==> config.mk <==
export PLATFORM = sky130hd
export DESIGN_NAME = sccd_top
export DESIGN_NICKNAME = d
export VERILOG_FILES = /design/src/rtl/sccd_pkg.sv /design/src/rtl/sccd_cfg_reg.sv /design/src/rtl/sccd_prescaler.sv /design/src/rtl/sccd_phase.sv /design/src/rtl/sccd_top.sv
export SDC_FILE = /design/constraint.sdc
export NUM_CORES = 1
export LEC_CHECK = 0
export BUFFER_PORTS_ARGS = -buffer_cell sky130_fd_sc_hd__buf_4
export CAP_MARGIN = 30
export CELL_PAD_IN_SITES_DETAIL_PLACEMENT = 0
export CELL_PAD_IN_SITES_GLOBAL_PLACEMENT = 1
export CORE_AREA = 2 2 62 47
export CTS_BUF_LIST = sky130_fd_sc_hd__clkbuf_8
export CTS_CLUSTER_SIZE = 14
export DETAILED_ROUTE_END_ITERATION = 10
export DIE_AREA = 0 0 64 49
export HOLD_SLACK_MARGIN = 0.15
export PLACE_DENSITY = 0.77
export SETUP_SLACK_MARGIN = 0.5
export SYNTH_ARGS = -nofsm -noshare
export SYNTH_HDL_FRONTEND = slang
export SYNTH_SLANG_ARGS = --single-unit
export TNS_END_PERCENT = 1
==> constraint.sdc <==
create_clock -name clk -period 1.56 [get_ports clk]
set_input_delay 0.156 -clock clk [delete_from_list [all_inputs] [get_ports clk]]
set_output_delay 0.156 -clock clk [all_outputs]
set_load 0.02 [all_outputs]
==> src/rtl/sccd_pkg.sv <==
package sccd_pkg;
  localparam int REG_W_DEF = 8;
  localparam int DIV_W_DEF = 6;
  localparam int RESET_DIV_DEF = 12;

  typedef enum logic {
    PH_LOW  = 1'b0,
    PH_HIGH = 1'b1
  } phase_e;
endpackage

==> src/rtl/sccd_cfg_reg.sv <==
module sccd_cfg_reg #(
  parameter int REG_W = 8,
  parameter int DIV_W = 6,
  parameter int RESET_DIV = 12
) (
  input  logic             clk,
  input  logic             rst_n,
  input  logic             wr_en_i,
  input  logic [REG_W-1:0] wr_data_i,
  output logic [DIV_W-1:0] shadow_o,
  output logic [REG_W-1:0] rd_data_o
);
  localparam int RSV_W = REG_W - DIV_W;
  localparam logic [DIV_W-1:0] RST_VAL = DIV_W'(RESET_DIV);

  logic [DIV_W-1:0] shadow_q;

  always_ff @(posedge clk) begin
    if (!rst_n) begin
      shadow_q <= RST_VAL;
    end else if (wr_en_i) begin
      shadow_q <= wr_data_i[DIV_W-1:0];
    end
  end

  assign shadow_o = shadow_q;

  // Reserved upper bits are dropped on write and read back as zero.
  generate
    if (RSV_W > 0) begin : g_pad
      logic unused_rsv;
      assign unused_rsv = ^wr_data_i[REG_W-1:DIV_W];
      assign rd_data_o  = {{RSV_W{1'b0}}, shadow_q};
    end else begin : g_flat
      assign rd_data_o = shadow_q;
    end
  endgenerate
endmodule

==> src/rtl/sccd_prescaler.sv <==
module sccd_prescaler #(
  parameter int DIV_W = 6,
  parameter int RESET_DIV = 12
) (
  input  logic             clk,
  input  logic             rst_n,
  input  logic [DIV_W-1:0] shadow_i,
  input  logic             reload_ok_i,
  output logic             tick_o,
  output logic [DIV_W-1:0] ratio_o
);
  localparam logic [DIV_W-1:0] ONE     = DIV_W'(1);
  localparam logic [DIV_W-1:0] RST_VAL = DIV_W'(RESET_DIV);

  logic [DIV_W-1:0] cnt_q;
  logic [DIV_W-1:0] ratio_q;
  logic [DIV_W-1:0] ratio_next;
  logic             load_en;

  // A zero divisor is treated as one.
  assign ratio_next = (shadow_i == '0) ? ONE : shadow_i;
  assign tick_o     = (cnt_q == ratio_q);
  // Reload only at the wrap that also closes a full card period.
  assign load_en    = tick_o & reload_ok_i;

  always_ff @(posedge clk) begin
    if (!rst_n) begin
      cnt_q   <= '0;
      ratio_q <= RST_VAL;
    end else begin
      if (tick_o) begin
        cnt_q <= '0;
      end else begin
        cnt_q <= cnt_q + ONE;
      end
      if (load_en) begin
        ratio_q <= ratio_next;
      end
    end
  end

  assign ratio_o = ratio_q;
endmodule

==> src/rtl/sccd_phase.sv <==
module sccd_phase (
  input  logic clk,
  input  logic rst_n,
  input  logic tick_i,
  output logic card_clk_o
);
  import sccd_pkg::*;

  phase_e phase_q;

  always_ff @(posedge clk) begin
    if (!rst_n) begin
      phase_q <= PH_LOW;
    end else if (tick_i) begin
      phase_q <= (phase_q == PH_LOW) ? PH_HIGH : PH_LOW;
    end
  end

  assign card_clk_o = (phase_q == PH_HIGH);
endmodule

==> src/rtl/sccd_top.sv <==
module sccd_top #(
  parameter int REG_W = sccd_pkg::REG_W_DEF,
  parameter int DIV_W = sccd_pkg::DIV_W_DEF,
  parameter int RESET_DIV = sccd_pkg::RESET_DIV_DEF
) (
  input  logic             clk,
  input  logic             rst_n,
  input  logic             wr_en,
  input  logic [REG_W-1:0] wr_data,
  output logic [REG_W-1:0] rd_data,
  output logic             tick,
  output logic             card_clk
);
  logic [DIV_W-1:0] shadow;
  logic [DIV_W-1:0] ratio_q;

  sccd_cfg_reg #(
    .REG_W(REG_W),
    .DIV_W(DIV_W),
    .RESET_DIV(RESET_DIV)
  ) u_cfg (
    .clk(clk),
    .rst_n(rst_n),
    .wr_en_i(wr_en),
    .wr_data_i(wr_data),
    .shadow_o(shadow),
    .rd_data_o(rd_data)
  );

  sccd_prescaler #(
    .DIV_W(DIV_W),
    .RESET_DIV(RESET_DIV)
  ) u_presc (
    .clk(clk),
    .rst_n(rst_n),
    .shadow_i(shadow),
    .reload_ok_i(card_clk),
    .tick_o(tick),
    .ratio_o(ratio_q)
  );

  sccd_phase u_phase (
    .clk(clk),
    .rst_n(rst_n),
    .tick_i(tick),
    .card_clk_o(card_clk)
  );
endmodule

==> run summary, run 1 <==
The run finished with clean final reports. Number of antenna violations at the first check in global routing: 0. The Yosys step of the flow raised 0 warnings.

The vertical die dimension is 49 um. The global placement routability congestion was 0.7267. The critical path endpoint category is a flip-flop. The logs give 0.4800 nW for the leakage power figure and 265.3 uV for the peak ir drop on the vdd network. The post-route fraction of the period consumed by the critical path came out at 87.51%.

The first global-routing pass estimated 2787 um of wire. For this run the aggregate overflow at the end of global routing stands at 0. The maximum frequency from static timing analysis came out at 0.7325 GHz. After Yosys synthesis, full adders, half adders and majority gates account for 1.481% of the synthesized area. In the routed design, unresolved DRC markers number 0. After synthesis, the largest family of logic cells by area is simple AND/OR/NAND/NOR gates. Power spread over the standard cell area amounts to 836.5 mW/mm2.

The logs give 1 for the maximum level of the CTS H-tree and 87 for the gate count of the mapped netlist. The tools report the max-slew violation count as 0. Along the worst hold path, the cell count comes to 3.

Summed over all nets, the switching power comes to 0.2301 mW. The number of cells on the worst reg-to-reg path is 6. The simple-gate area share of the yosys netlist was 21.19%.

The average vias per placed instance was 4.331; the aggregate negative setup slack was 0 ns. Wires add up to 1609 um. Detailed router's first-iteration violation count: 3. The minimum clock period after layout is 1.365 ns, and the area taken by multi-input logic gates is 459.2 um2.

The signal on the critical path passes through xnor2_2, nand4_2, buf_4, nor3_4, buf_4, mux2i_1. The routed layout has 641 vias. The clock slew seen by the registers of the worst setup and hold paths is 0.07 ns.

The clock passes through at most 2 buffers. Measured against the total synthesized area, the mux share comes to 15.41%. The critical path starts at u_presc.ratio_o[5]. Final-report hold violation count: 0.

The flip-flop and latch area came out at 397.9 um2. The logs give 0 for the reported max-cap violation count and 1135 um for the final HPWL from detailed placement. The tools report the total I/O pin count as 21.

The area growth from synthesis to layout is 36.45%. The internal portion of the total power is 0.7339 mW. The share of total power dissipated in combinational logic is 11.9%. The proportion of power drawn by flip-flops and latches is 53.3%, and the data arrival at the endpoint of the critical path is 1.54 ns. The count of nets left with antenna violations once routing finished came out at 0.

After the last flow step, the layout net total stands at 125. In this run the worst path has a maximum fanout of 4. Across all register-to-register paths, the minimum setup slack is 0.19 ns.

In this run the most critical hold path is launched from wr_data[0]. TritonCTS built the clock tree. The critical path class is flip-flop to flip-flop. The number of buffers added on ports came out at 16.

In this run the worst hold path is classified as primary input to flip-flop. The highest cell delay on the worst timing path works out to 0.38 ns. The least setup slack across all paths after layout is 0.1948 ns, and the post-synthesis area per instance is 9.708 um2.

The launching element type of the critical path was a flip-flop. The worst hold path terminates at u_cfg.shadow_o[0]. The filler cells instantiated in the layout total 253. The initial utilization of the core area, before any placement, comes to 32.70%. The logs give 0 for the final count of negative-setup-slack endpoints and 3 for the number of buffers created by CTS.

After synthesis the cells add up to 844.6 um2. Global routing used 11.67% of the available tracks. Synthesis inferred 19 register bits. The clock insertion delay at the later pin of the skew report came out at 0.25 ns. Among the stages of the critical path, the cell type that occurs most often is buf_4. The worst register-to-register path begins at u_presc.ratio_o[5].

Data on the critical path is required at its endpoint by 1.74 ns. The full die area was 0.003136 mm2; the placement-stage worst setup slack was 0.09944 ns. Sequential elements use 45.04% of the synthesized area. Including well taps, the total number of placed cells is 135. The core region is 0.002582 mm2. The run gives 148 as the number of standard cells in the layout, taps in and fillers out. The average wire per standard cell was 10.87 um; the standard-cell row count was 16. Layout cell share with drive strength beyond 1: 38.39%. After synthesis, the netlist uses 19 different library cells.

Reg-to-reg endpoint: u_presc.ratio_o[0]. The worst clock skew on the final layout is 0.003548 ns. The highest-delay cell along the critical path was dfxtp_1. Setup repair after global routing could not meet its margin everywhere.

The via count of the first global-routing pass was 630. Net switching is 23.87% of the power. The number of inserted diodes was 0. Before antenna repair, the detailed router went through 2 iterations. Clock tree synthesis found a total of 19 sinks. The tree is rooted in a clkbuf_8. Entering global routing, the biggest net connects 22 pins. Proportion of power drawn by the clock network: 34.8%. Of the total synthesized cell area, the portion taken by XOR and XNOR cells is 11.26%.

The compound-gate portion of the synthesized area is 1.185%. The die span in x was 64 um.
sequential cells by signal (all words and copies together), names as in the netlist:
signal              flops
u_cfg.shadow_o          6
u_presc.cnt_q           6
u_phase.card_clk_o      1
u_presc.ratio_o         6
worst max-delay path, delay by kind of cell (launching register included):
| family | cells | cell delay, ns |
|---|---|---|
| flops | 1 | 0.38 |
| simple gates | 2 | 0.25 |
| xor+xnor | 1 | 0.13 |
| buf+inv | 2 | 0.35 |
| mux | 1 | 0.18 |
kinds of logic (layout without fill, tap and decap cells):
family	after synthesis	in the layout
DFF	19	19
AOI/OAI and AO/OA	2	2
and+or+nand+nor	34	34
other	1	2
muxes	13	13
buffers and inverters	7	31
xor gates and xnor gates	10	10
adders and majority gates	1	1
area by class of cell:
cell class / instances / area share [%]
clock buffers: 3 / 3.583
clock inverters: 1 / 0.4343
inverters: 2 / 0.6515
multi-input cells: 62 / 39.85
flip-flops and latches: 19 / 34.53
well taps: 36 / 3.909
repair buffers: 25 / 17.05
worst max path at each step:
stage                               to  cells after the start
finish              u_presc.ratio_o[0]                      6
CTS                               tick                      4
floorplan           u_presc.ratio_o[0]                      4
global route        u_presc.ratio_o[3]                      6
detailed placement  u_presc.ratio_o[1]                      4
global placement    u_presc.ratio_o[0]                      4
power by group through the flow:
stage / registers (mW) / logic (mW) / clock network [mW]
2_1_floorplan: 0.536 / 0.0591 / 0
3_3_place_gp: 0.529 / 0.101 / 0
3_5_place_dp: 0.529 / 0.103 / 0
4_1_cts: 0.515 / 0.115 / 0.344
5_1_grt: 0.517 / 0.127 / 0.371
6_report: 0.514 / 0.114 / 0.335
routing by layer:
metal | vias to the layer above | track usage, % | routed length (um)
li1 | 332 | - | -
met1 | 288 | 14.16 | 757
met2 | 16 | 19.10 | 736
met3 | 5 | 3.233 | 82
met4 | 0 | 5.435 | 32
met5 | - | 0 | 0
what timing repair did:
item / in CTS / in global routing
setup endpoints to repair: 14 / 14
pin swaps: 4 / 0
endpoints found under the hold margin: 2 / 0
hold buffers: 2 / 0
resized for setup: 15 / 0
gates cloned: 0 / 0
setup buffers: 7 / 0
layout by cell type (no fill, tap or decap):
cell / instances
nand4_2: 1
nor2_1: 7
conb_1: 2
o21ai_1: 2
nand2_1: 12
dlygate4sd3_1: 2
ha_1: 1
xnor2_1: 4
xnor2_2: 4
mux2i_1: 13
dfxtp_1: 11
clkinv_2: 1
and3_2: 1
nor2_2: 1
inv_1: 2
clkbuf_8: 3
dfxtp_4: 3
dfxtp_2: 5
nand3_1: 2
or4_1: 1
nor2b_1: 8
xor2_1: 2
nor3_4: 1
buf_6: 1
buf_4: 22
synth_stat cells:
| cell type | n | share of area, % |
|---|---|---|
| dfxtp_1 | 19 | 45 |
| mux2i_1 | 13 | 15 |
| nand2_1 | 12 | 5.3 |
| nor2_1 | 8 | 3.6 |
| nor2b_1 | 8 | 5.9 |
| xnor2_1 | 7 | 7.3 |
| clkbuf_1 | 3 | 1.3 |
| buf_4 | 2 | 1.8 |
| inv_1 | 2 | 0.89 |
| nand3_1 | 2 | 1.2 |
| o21ai_1 | 2 | 1.2 |
| xor2_1 | 2 | 2.1 |
| and3_2 | 1 | 0.89 |
| conb_1 | 1 | 0.44 |
| ha_1 | 1 | 1.5 |
| nand4_2 | 1 | 1.5 |
| nor3_4 | 1 | 1.9 |
| or4_1 | 1 | 0.89 |
| xnor2_2 | 1 | 1.9 |
metrics by stage:
| step | total power [mW] | instance area, um2 | hold slack, ns | util, % |
|---|---|---|---|---|
| 3_5_place_dp | 0.6320 | 989.7 | 0.3800 | 38.32 |
| 3_3_place_gp | 0.6294 | 989.7 | 0.3695 | 38.32 |
| 4_1_cts | 0.9737 | 1152 | 0.1664 | 44.62 |
| 2_1_floorplan | 0.5955 | 850.8 | 0.2847 | - |
| 5_1_grt | 1.015 | 1152 | 0.1871 | 44.62 |
| 6_report | 0.9640 | 1152 | 0.1638 | 44.62 |
(Power assumes the default switching activity.)
==> run 2, diff against run 1 <==
- BUFFER_PORTS_ARGS: -buffer_cell sky130_fd_sc_hd__buf_4 -> -buffer_cell sky130_fd_sc_hd__clkbuf_2
- MAX_ROUTING_LAYER: unset -> met4
- SETUP_SLACK_MARGIN: 0.5 -> 0.15
==> run summary, run 2 (synthesized netlist as in run 1, its figures left out) <==
Antenna violation net count after detailed routing: 0 (unchanged). The aggregate global routing overflow is 0 (unchanged). The run gives 307.0 uV (+16%) as the peak ir drop on the vdd network.

The final HPWL from detailed placement is 1132 um (-0.24%). The total power after layout was 0.9562 mW (-0.81%). TritonCTS built the clock tree. The run gives 0.6994 GHz (-4.5%) as the maximum frequency from static timing analysis. For the maximum level of the CTS H-tree, the log shows 1 (unchanged). The global-route wire length before repair is 2725 um (-2.2%), and the post-route fraction of the period consumed by the critical path is 91.66% (+4.1 points).

The logs give 122 (-2.4%) for the number of nets in the finished design and 32 (+29) for the detailed router's first-iteration violation count. Minimum hold slack: 0.1650 ns (+0.001162 ns). The total global-route track usage is 11.68% (+0.015 points). The number of buffers added on ports is 16 (unchanged). The run gives 2 (unchanged) as the maximum buffer depth of the clock tree.

Setup repair after global routing could not meet its margin everywhere. The total I/O pin count was 21 (unchanged); the clock slew seen by the registers of the worst setup and hold paths was 0.07 ns (about the same). The number of inserted diodes is 0 (unchanged), and the average vias per placed instance is 4.338 (+0.16%). The worst setup path is launched from a flip-flop. The worst endpoint required time is 1.40 ns (-0.34 ns), and the leakage power figure is 0.4539 nW (-5.4%). For the max-slew violation count, the log shows 0 (unchanged). The run finished with clean final reports. The minimum clock period after layout came out at 1.430 ns (+0.06464 ns). The worst setup path is of the flip-flop to primary output kind.

The data arrival at the endpoint of the critical path was 1.27 ns (-0.27 ns). The net switching share of the total power is 24.88% (+1.0 points), and the global placement routability congestion is 0.7042 (-3.1%). The internal power is 0.7183 mW (-2.1%), and the layout cell share with drive strength beyond 1 is 35.78% (-2.6 points). Number of buffers created by CTS: 3 (unchanged). The tools report the worst clock skew on the final layout as 0.001681 ns (-0.001867 ns). The die span in x works out to 64 um (unchanged). In this run the worst setup path begins at u_presc.cnt_q[2]. Average wire per standard cell: 11.10 um (+2.1%). The logs give 4 (+2) for the first-pass iteration count of the detailed router and 0.26 ns (about the same) for the clock insertion delay at the later pin of the skew report. For the reported max-cap violation count, the log shows 0 (unchanged).

The placement-stage worst setup slack came out at 0.1340 ns (+0.03452 ns). The library cell used most frequently in the layout, excluding fill and tap cells, is clkbuf_2. The run gives 22 (unchanged) as the pin count of the biggest net entering global routing. The proportion of power drawn by the clock network is 35.3% (+0.5 points), and the standard-cell row count is 16 (unchanged). The cell at the root of the clock tree was clkbuf_8.

The tightest min-delay check is of the primary input to flip-flop type. The total power divided by cell area came out at 862.6 mW/mm2 (+3.1%). For the total DRC errors in the routed layout, the log shows 0 (unchanged). The number of clock sinks came out at 19 (unchanged). The initial cell density of the core was 32.70% (unchanged). The via count of the first global-routing pass came out at 609 (-3.3%). The critical path endpoint category was a primary output. The maximum net fanout on the critical path works out to 4 (unchanged). The logs give 0.1301 ns (-0.06464 ns) for the least setup slack across all paths after layout and 0.002582 mm2 (unchanged) for the area inside the core boundary. The final count of negative-setup-slack endpoints was 0 (unchanged); the proportion of power drawn by flip-flops and latches was 54.1% (+0.8 points). The overall routed net length is 1609 um (unchanged), and the full die area is 0.003136 mm2 (unchanged). The tools report the final-report hold violation count as 0 (unchanged). For the combinational fraction of design power, the log shows 10.6% (-1.3 points). The via count was 629 (-1.9%); the number of antenna violations at the first check in global routing was 0 (unchanged).

The worst hold path begins at wr_data[5]. The aggregate negative setup slack is 0 ns (unchanged), and the synthesis-to-layout area growth is 31.26%. The vertical die dimension works out to 49 um (unchanged). The top cell types in the final layout, fill and taps aside, are clkbuf_2 (15), mux2i_1 (13), dfxtp_1 (13). Worst reg2reg path startpoint: u_presc.cnt_q[2].

The power dissipated by switching net loads came out at 0.2379 mW (+3.4%).
-- run 2: layout make-up --
cell class                      count  area (um2)
Sequential cell                    19       392.9
Tap cell                           36       45.04
Timing Repair Buffer               22       138.9
Multi-Input combinational cell     62       479.2
Clock buffer                        3       41.29
Clock inverter                      1       3.754
Inverter                            2       7.507
Fill cell                         253        1474
-- run 2: routing by layer --
metal  vias up  GRT usage, %  share of wire [%]
met3         4         3.464                2.7
met2         9         18.23                 48
met5         -             -                  0
li1        322             -                  -
met1       294         13.84                 47
met4         0         5.435                1.9
-- run 2: repair_timing --
item,CTS,global route
gates resized for setup,12,6
hold buffers,2,0
endpoints found under the hold margin,2,0
pin swaps,2,5
setup endpoints to repair,7,13
buffers inserted,2,2
-- run 2: per-stage QoR --
stage | cell area [um2] | utilization [%] | instances
6_report | 1109 | 42.93 | 145
5_1_grt | 1109 | 42.93 | 145
4_1_cts | 1060 | 41.04 | 143
3_5_place_dp | 947.2 | 36.68 | 135
3_3_place_gp | 947.2 | 36.68 | 135
2_1_floorplan | 848.3 | - | 88
-- run 2: critical path, stage by stage, from the launching register on --
cell,delay (ns)
dfxtp_2,0.36
xnor2_2,0.22
nand4_4,0.17
nor2_4,0.12
clkbuf_8,0.15
-- run 2: worst paths after layout --
| kind | to | slack [ns] | depth (start not counted) |
|---|---|---|---|
| worst max-delay path | tick | 0.13 | 4 |
| worst min-delay path | u_cfg.shadow_o[5] | 0.16 | 3 |
| worst max register to register | u_presc.ratio_o[1] | 0.15 | 5 |
| worst min register to register | u_presc.cnt_q[0] | 0.46 | 1 |
-- run 2: power by group through the flow --
stage                     Clock, mW  Sequential [mW]  Combinational, mW
after global routing          0.367            0.521              0.113
after floorplan                   0            0.536             0.0586
after global placement            0            0.529             0.0896
final                         0.337            0.518              0.101
after CTS                     0.346            0.517             0.0981
after detailed placement          0            0.530             0.0920
